`src/rtl/sbcd_pkg.sv`:
```
package sbcd_pkg;
  typedef enum logic [2:0] {
    G_IDLE,
    G_WAIT_LO,
    G_SETUP,
    G_FIRST,
    G_SECOND,
    G_TAIL
  } gen_state_e;
endpackage

```
`src/rtl/sbcd_sampler.sv`:
```
// Resynchronises the clock and data lines and flags framing edges.
module sbcd_sampler #(
  parameter int SYNC_STAGES = 2
) (
  input  logic clk,
  input  logic rst_n,
  input  logic scl_in,
  input  logic sda_in,
  output logic scl_s,
  output logic rel_hit,
  output logic cmd_hit
);
  localparam int NL = 2;  // line 0: clock, line 1: data

  logic [NL-1:0] raw;
  logic [NL-1:0] cur;
  logic [NL-1:0] prv;

  assign raw = {sda_in, scl_in};

  for (genvar i = 0; i < NL; i++) begin : g_line
    logic [SYNC_STAGES-1:0] chain_q;
    logic                   prev_q;

    always_ff @(posedge clk or negedge rst_n) begin
      if (!rst_n) begin
        chain_q <= '0;
        prev_q  <= 1'b0;
      end else begin
        chain_q <= {chain_q[SYNC_STAGES-2:0], raw[i]};
        prev_q  <= chain_q[SYNC_STAGES-1];
      end
    end

    assign cur[i] = chain_q[SYNC_STAGES-1];
    assign prv[i] = prev_q;
  end

  logic clk_high;
  assign clk_high = cur[0] & prv[0];
  assign scl_s    = cur[0];
  assign rel_hit  = clk_high &  cur[1] & ~prv[1];
  assign cmd_hit  = clk_high & ~cur[1] &  prv[1];
endmodule

```
`src/rtl/sbcd_flags.sv`:
```
// Sticky condition flags and byte-type classification.
module sbcd_flags (
  input  logic clk,
  input  logic rst_n,
  input  logic rel_hit,
  input  logic cmd_hit,
  input  logic flag_clr,
  output logic rel_flag,
  output logic cmd_flag,
  output logic byte_addr
);
  logic rel_q, cmd_q, addr_q;
  logic rel_d, cmd_d, addr_d;
  logic upd_en;

  assign upd_en = rel_hit | cmd_hit | flag_clr;

  always_comb begin
    rel_d  = rel_q;
    cmd_d  = cmd_q;
    addr_d = addr_q;
    if (flag_clr) begin
      rel_d = 1'b0;
      cmd_d = 1'b0;
    end
    if (rel_hit) begin
      rel_d = 1'b1;
      cmd_d = 1'b0;
    end else if (cmd_hit) begin
      cmd_d  = 1'b1;
      addr_d = rel_q;
    end
  end

  always_ff @(posedge clk or negedge rst_n) begin
    if (!rst_n) begin
      rel_q  <= 1'b0;
      cmd_q  <= 1'b0;
      addr_q <= 1'b0;
    end else if (upd_en) begin
      rel_q  <= rel_d;
      cmd_q  <= cmd_d;
      addr_q <= addr_d;
    end
  end

  assign rel_flag  = rel_q;
  assign cmd_flag  = cmd_q;
  assign byte_addr = addr_q;
endmodule

```
`src/rtl/sbcd_gen.sv`:
```
// Master-side generator for release and command conditions.
module sbcd_gen
  import sbcd_pkg::*;
#(
  parameter int HOLD_CYC = 2
) (
  input  logic clk,
  input  logic rst_n,
  input  logic scl_s,
  input  logic rel_req,
  input  logic cmd_req,
  output logic rel_trig,
  output logic cmd_trig,
  output logic sda_oe
);
  localparam int             CW   = (HOLD_CYC > 1) ? $clog2(HOLD_CYC) : 1;
  localparam logic [CW-1:0]  LAST = CW'(HOLD_CYC - 1);

  gen_state_e    st_q, st_d;
  logic [CW-1:0] cnt_q, cnt_d;
  logic          sel_q, sel_d;     // 1: release sequence, 0: command sequence
  logic          rtrig_q, rtrig_d;
  logic          ctrig_q, ctrig_d;
  logic          rel_done, cmd_done;

  always_comb begin
    st_d     = st_q;
    cnt_d    = cnt_q;
    sel_d    = sel_q;
    rel_done = 1'b0;
    cmd_done = 1'b0;
    case (st_q)
      G_IDLE: begin
        if (rtrig_q | ctrig_q) begin
          sel_d = rtrig_q;
          st_d  = G_WAIT_LO;
        end
      end
      G_WAIT_LO: if (!scl_s) st_d = G_SETUP;
      G_SETUP: begin
        if (scl_s) begin
          st_d  = G_FIRST;
          cnt_d = '0;
        end
      end
      G_FIRST: begin
        if (cnt_q == LAST) begin
          st_d  = G_SECOND;
          cnt_d = '0;
        end else begin
          cnt_d = cnt_q + 1'b1;
        end
      end
      G_SECOND: begin
        if (cnt_q == LAST) begin
          if (sel_q) begin
            rel_done = 1'b1;
            st_d     = G_IDLE;
          end else begin
            st_d = G_TAIL;
          end
        end else begin
          cnt_d = cnt_q + 1'b1;
        end
      end
      G_TAIL: begin
        if (!scl_s) begin
          cmd_done = 1'b1;
          st_d     = G_IDLE;
        end
      end
      default: st_d = G_IDLE;
    endcase
    rtrig_d = rel_req | (rtrig_q & ~rel_done);
    ctrig_d = cmd_req | (ctrig_q & ~cmd_done);
  end

  always_ff @(posedge clk or negedge rst_n) begin
    if (!rst_n) begin
      st_q    <= G_IDLE;
      cnt_q   <= '0;
      sel_q   <= 1'b0;
      rtrig_q <= 1'b0;
      ctrig_q <= 1'b0;
    end else begin
      st_q    <= st_d;
      cnt_q   <= cnt_d;
      sel_q   <= sel_d;
      rtrig_q <= rtrig_d;
      ctrig_q <= ctrig_d;
    end
  end

  always_comb begin
    sda_oe = 1'b0;
    if (sel_q && (st_q == G_SETUP || st_q == G_FIRST))   sda_oe = 1'b1;
    if (!sel_q && (st_q == G_SECOND || st_q == G_TAIL))  sda_oe = 1'b1;
  end

  assign rel_trig = rtrig_q;
  assign cmd_trig = ctrig_q;
endmodule

```
`src/rtl/sbus_cond_det.sv`:
```
// Top: reset synchroniser, line sampler, flag logic, condition generator.
module sbus_cond_det #(
  parameter int SYNC_STAGES = 2,
  parameter int HOLD_CYC    = 2
) (
  input  logic clk,
  input  logic rst_n,
  input  logic scl_in,
  input  logic sda_in,
  input  logic rel_req,
  input  logic cmd_req,
  input  logic flag_clr,
  output logic rel_flag,
  output logic cmd_flag,
  output logic byte_addr,
  output logic rel_trig,
  output logic cmd_trig,
  output logic sda_oe
);
  logic [1:0] rst_q;
  logic       rstn_s;
  logic       scl_s, rel_hit, cmd_hit;

  always_ff @(posedge clk or negedge rst_n) begin
    if (!rst_n) rst_q <= 2'b00;
    else        rst_q <= {rst_q[0], 1'b1};
  end
  assign rstn_s = rst_q[1];

  sbcd_sampler #(.SYNC_STAGES(SYNC_STAGES)) u_smp (
    .clk     (clk),
    .rst_n   (rstn_s),
    .scl_in  (scl_in),
    .sda_in  (sda_in),
    .scl_s   (scl_s),
    .rel_hit (rel_hit),
    .cmd_hit (cmd_hit)
  );

  sbcd_flags u_flg (
    .clk       (clk),
    .rst_n     (rstn_s),
    .rel_hit   (rel_hit),
    .cmd_hit   (cmd_hit),
    .flag_clr  (flag_clr),
    .rel_flag  (rel_flag),
    .cmd_flag  (cmd_flag),
    .byte_addr (byte_addr)
  );

  sbcd_gen #(.HOLD_CYC(HOLD_CYC)) u_gen (
    .clk      (clk),
    .rst_n    (rstn_s),
    .scl_s    (scl_s),
    .rel_req  (rel_req),
    .cmd_req  (cmd_req),
    .rel_trig (rel_trig),
    .cmd_trig (cmd_trig),
    .sda_oe   (sda_oe)
  );
endmodule

```
`config.mk`:
```
export PLATFORM = sky130hd
export DESIGN_NAME = sbus_cond_det
export DESIGN_NICKNAME = d
export VERILOG_FILES = /design/src/rtl/sbcd_pkg.sv /design/src/rtl/sbcd_sampler.sv /design/src/rtl/sbcd_flags.sv /design/src/rtl/sbcd_gen.sv /design/src/rtl/sbus_cond_det.sv
export SDC_FILE = /design/constraint.sdc
export NUM_CORES = 1
export LEC_CHECK = 0
export BUFFER_PORTS_ARGS = -buffer_cell sky130_fd_sc_hd__buf_2
export CAP_MARGIN = 20
export CORE_MARGIN = 1
export CORE_UTILIZATION = 29
export DETAILED_ROUTE_END_ITERATION = 16
export PLACE_DENSITY = 0.57
export SETUP_SLACK_MARGIN = 0.4
export SLEW_MARGIN = 25
export SYNTH_ARGS = -nofsm -noshare
export SYNTH_HDL_FRONTEND = slang
export SYNTH_SLANG_ARGS = --single-unit
```
`constraint.sdc`:
```
create_clock -name clk -period 1.57 [get_ports clk]
set_input_delay 0.0785 -clock clk [delete_from_list [all_inputs] [get_ports clk]]
set_output_delay 0.0785 -clock clk [all_outputs]
set_load 0.02 [all_outputs]
```
Word level (Yosys, flattened, before mapping):

Cells that the tools add are included.

* register bits: 18
* input bits: 7
* output and inout bits: 6
* word-level logic and storage cells: 80

* $add $sub $neg: 1
* equality and inequality tests: 11
* multiplexer cells: 23
* bitwise gates (word level): 17
* reductions and logical operators: 15

Operators with widths (count)
* $mux 3: 7
* $pmux 3 s6: 1
* $mux 1: 14
* $ne 2x1->1 const B: 4
* $reduce_and 2->1: 4
* $and 1x1->1: 7
* $eq 3x2->1 const B: 2
* $eq 3x3->1 const B: 2
* $reduce_and 6->1: 1
* $reduce_bool 3->1: 2
* $not 1->1: 5
* $or 1x1->1: 5
* $ne 2x2->1 const B: 2
* $eq 3x1->1 const B: 1
* $logic_not 3->1: 1
* $pmux 1 s3: 1
* $reduce_and 3->1: 1
* $logic_and 1x1->1: 2
* $logic_or 1x1->1: 2
* $reduce_bool 2->1: 1
* $add 1x1->1 const B: 1
* $logic_not 1->1: 1

Depth between registers and ports, before layout:

* depth in word-level cells: 6
* mapped depth: 5
* depth with buffers taken out: 4

Modules after synthesis:

From an unflattened synthesis, not the netlist that was laid out.

* cell total of the unflattened synthesis: 60
* area total of the unflattened synthesis: 747.0 um^2

By module, submodules not included
* sbcd_gen: instances 1, cells each 39, area each 397.9 um^2, seq. area each 175.2 um^2
* sbcd_sampler: instances 1, cells each 8, area each 170.2 um^2, seq. area each 150.1 um^2
* sbcd_flags: instances 1, cells each 10, area each 125.1 um^2, seq. area each 75.1 um^2
* sbus_cond_det: instances 1, cells each 3, area each 53.8 um^2, seq. area each 50.0 um^2

Worst setup path before layout:

OpenSTA, ideal clock, no wires.

* kind: register to output
* start: register u_gen.st_q[1]
* end: output sda_oe
* data arrival time: 1169 ps
* data required time: 1492 ps
* path slack: 323 ps
* cell stages (with the launch flop): 4
* path buffers: 1
* cell sequence: dfrtp_1 -> buf_2 -> nand2b_1 -> o21ai_0

* longest elaborated chain between the ends: 5
* elaborated cells between the ends (all ways): 10
* those cells by class: eq/ne (4); mux (2); reduce/logical (4)

Ends and longest elaborated chain
* from (decl): RTL line sbcd_gen.sv:19 `gen_state_e st_q, st_d;`
* from (signal assigned): RTL line sbcd_gen.sv:86 `st_q <= st_d;`
* $eq 3x2->1: RTL line sbcd_gen.sv:96 `if (sel_q && (st_q == G_SETUP || st_q == G_FIRST)) sda_oe = 1'b1;`
* $logic_or 1x1->1: RTL line sbcd_gen.sv:96
* $logic_and 1x1->1: RTL line sbcd_gen.sv:96
* $mux 1: RTL line sbcd_gen.sv:96
* $mux 1 *: RTL line sbcd_gen.sv:97 `if (!sel_q && (st_q == G_SECOND || st_q == G_TAIL)) sda_oe = 1'b1;`
* to (decl): RTL line sbus_cond_det.sv:18 `output logic sda_oe`

Every way passes the cells marked *; elsewhere a longest branch is shown, timed or not.

Worst setup path after layout:

* start: register u_gen.st_q[2]
* end: output sda_oe

The elaborated chain is that of the path after synthesis.

==> summary.md <==
| Metric | Value |
|---|---|
| Status | finished, final reports clean |
| Initial Utilization | between 30% and 40% |
| PwrDens | ~1700 mW/mm² |
| Dpl hpwl | around 890 µm |
| CP Class | flop to output pin |
| DR pass1 iterations | 4 |
| Leakage | between 0.4 and 0.5 nW |
| Die X-Extent | around 53 µm |
| Crit-path slowest cell | dfrtp_2 |
| Worst hold-check path type | input port to flop |
| Ports | 13 |
| Syn_nets | 70 |
| Crit-path cells | nor2b_4 -> nand2_1 -> o21ai_1 -> buf_4 |
| Flops & latches, synth | 18 |
| Post-synth EDFFs | 0 |
| Commonest cells after routing, fill and taps aside | dfrtp_1, buf_2, buf_4 |
| Critical Path RT | between 1 and 1.5 ns |
| Final period utilization | between 80% and 90% |
| Worst setup SP type | flop |
| Placed Area | 838 µm² |
| Routed WL | about 1500 µm |
| Final instance area | just over 0.001 mm² |
| Drt drc | 0 |
| Placement Setup Slack | about 0.23 ns |
| Async S/R FF share, synth | between 90% and 100% |
| First-pass GRT wire length | 2560 µm |
| Clk buf depth | 2 |
| Crit path max fanout | 5 |
| Min cycle time layout | around 1.3 ns |
| Fillers | 251 |
| Worst vdd ir | just under 0.0009 V |
| Layout cells sized above 1 | 43.3% |
| H-tree Lvls | 1 |
| Global route overflow | 0 |
| Wirelength per Cell | between 10 and 15 µm |
| Area Growth Syn to Fin | 34.4% |
| Vias in the first global route | 600 |
| Commonest non-fill, non-tap cell in the layout | dfrtp_1 |
| Mapped Avg Cell Area | ~12 µm² |
| CTS tree | built |
| Cts bufs inserted | 3 |
| Max_cap viols | 0 |
| Clock Skew | ~0.011 ns |
| CP max stage delay | between 0.4 and 0.5 ns |
| Finished Core Util | a little over 40% |
| Synth area leader | dfrtp_1 |
| Clock tree sinks | 18 |
| Final Hold Vio Count | 0 |
| Fmax | between 700 and 800 MHz |
| Post-synth top area share | 59.5% |
| CP endpoint kind | output pin |
| Via count | about 600 |
| Synth area leaders | dfrtp_1, o21ai_0, nand2_1 |
| Slew Viols, Final | 0 |
| Core area | 0.00248 mm² |
| Net count reported at finish | 98 |
| Cell variety after synth | 27 |
| Final setup vio count | 0 |
| Clk Latency, worst-skew pair | roughly 0.3 ns |
| GP Congestion | roughly 0.72 |
| Max-slew headroom | about three fifths |
| Pin count of the biggest net entering global routing | 17 |
| N_diodes | 0 |
| Number of I/O port buffers | 12 |
| RSZ-0062 raised after global routing | yes |
| Initial DRC Count | 11 |
| Via/cell ratio | ~5.0 |
| Primary FF master, synth | dfrtp_1 |
| Register area share after synthesis | 59.5% |
| Mapped Area | roughly 760 µm² |
| Initial antenna violation count | 0 |
| Synth warnings | 0 |
| Syn Inst Count | 63 |
| Std-Cell Rows | 18 |
| Setup TNS | 0 ns |
| Slew @ Worst Pin | about 0.6 ns |
| CTS clk-pin slew, worst paths | 0.11 ns |
| Detail Route Antenna Nets | 0 |
| Crit path arrival time | between 1 and 1.5 ns |
| Root buf cell | clkbuf_4 |
| Global-route usage over all layers | between 10% and 20% |
| Die area | 0.00282 mm² |
| Die Ht | 53.1 µm |
| Setup ws final | 0.280 ns |
[through the flow]
stage	hold WS, ns	cells	power [mW]
floorplan	-0.217	63	1.08
global placement	-0.136	103	1.15
detailed placement	-0.133	103	1.16
CTS	0.0615	120	1.65
global route	0.0863	120	1.80
finish	0.0617	120	1.70
[worst max-delay path: cells and delay by family (launching register included)]
kind	cells	cell delay (ns)
AO/OA/AOI/OAI	1	0.08
buffers and inverters	1	0.15
flip-flops	1	0.47
AND/OR/NAND/NOR	2	0.20
[routing by layer]
metal  wire length (µm)  up-vias  global-route usage, %
met5                  0        -                      0
met4                 70        0                   10.5
met3                 57        7                   1.72
met2                765       20                   22.4
met1                645      288                   14.7
li1                   -      280                      -
[state kept, by name (all words and copies together), names as in the netlist]
name / count
u_smp.g_line.chain_q: 4
u_gen.st_q: 3
rst_q: 2
u_smp.g_line.prev_q: 2
u_flg.byte_addr: 1
u_flg.cmd_flag: 1
u_flg.rel_flag: 1
u_gen.cmd_trig: 1
u_gen.cnt_q: 1
u_gen.rel_trig: 1
u_gen.sel_q: 1
[Yosys cell counts, types with 2 or more instances]
master      n
dfrtp_1    18
nand2_1     6
nor2_1      5
o21ai_0     5
a21o_1      2
a22oi_1     2
and2b_2     2
nand2b_1    2
nor2b_1     2
o2bb2ai_1   2
[worst paths after layout]
path / slack, ns / cells past startpoint / from / endpoint
setup / recovery: 0.28 / 4 / u_gen.st_q[2]$_DFFE_PN0P_ / sda_oe
setup reg to reg: 0.34 / 5 / u_gen.st_q[2]$_DFFE_PN0P_ / u_gen.st_q[2]$_DFFE_PN0P_
max in group asynchronous: 0.89 / 0 / rst_q[1]$_DFF_PN0_ / u_gen.st_q[1]$_DFFE_PN0P_
min in group asynchronous: 0.08 / 2 / rst_n / rst_q[0]$_DFF_PN0_
hold reg to reg: 0.24 / 0 / rst_q[1]$_DFF_PN0_ / u_smp.g_line[0].chain_q[0]$_DFF_PN0_
hold / removal: 0.06 / 3 / flag_clr / u_flg.rel_flag$_DFFE_PN0P_
[where the power goes]
group / switching, mW / internal [mW]
logic: 0.311 / 0.392
registers: 0.141 / 0.559
clock network: 0.151 / 0.142
total: 0.603 / 1.09
[timing repair]
| item | 4_1_cts | 5_1_grt |
|---|---|---|
| hold endpoints to repair | 6 | 0 |
| buffers inserted | 8 | 0 |
| pin swaps | 1 | 0 |
| gates resized for setup | 9 | 4 |
| hold buffers | 5 | 0 |
| endpoints found under the setup margin | 4 | 7 |
[logic make-up (layout without fill, tap and decap cells)]
group | after synthesis | count (layout) | synth area share (%)
AO/OA/AOI/OAI | 18 | 18 | 19.0
buffers and inverters | 3 | 30 | 2.64
flip-flops | 18 | 18 | 59.5
multiplexers | 1 | 1 | 1.49
other | 1 | 1 | 0.495
AND/OR/NAND/NOR | 22 | 22 | 16.9
[area by class of cell]
type	count	area, µm²	area share [%]
sequential	18	455	44.8
multi-input combinational	42	308	30.3
timing repair buffer	25	176	17.3
tap	30	37.5	3.69
clock buffer	4	36.3	3.57
inverter	1	3.75	0.369
No activity file was read; power rests on OpenSTA's default activity.
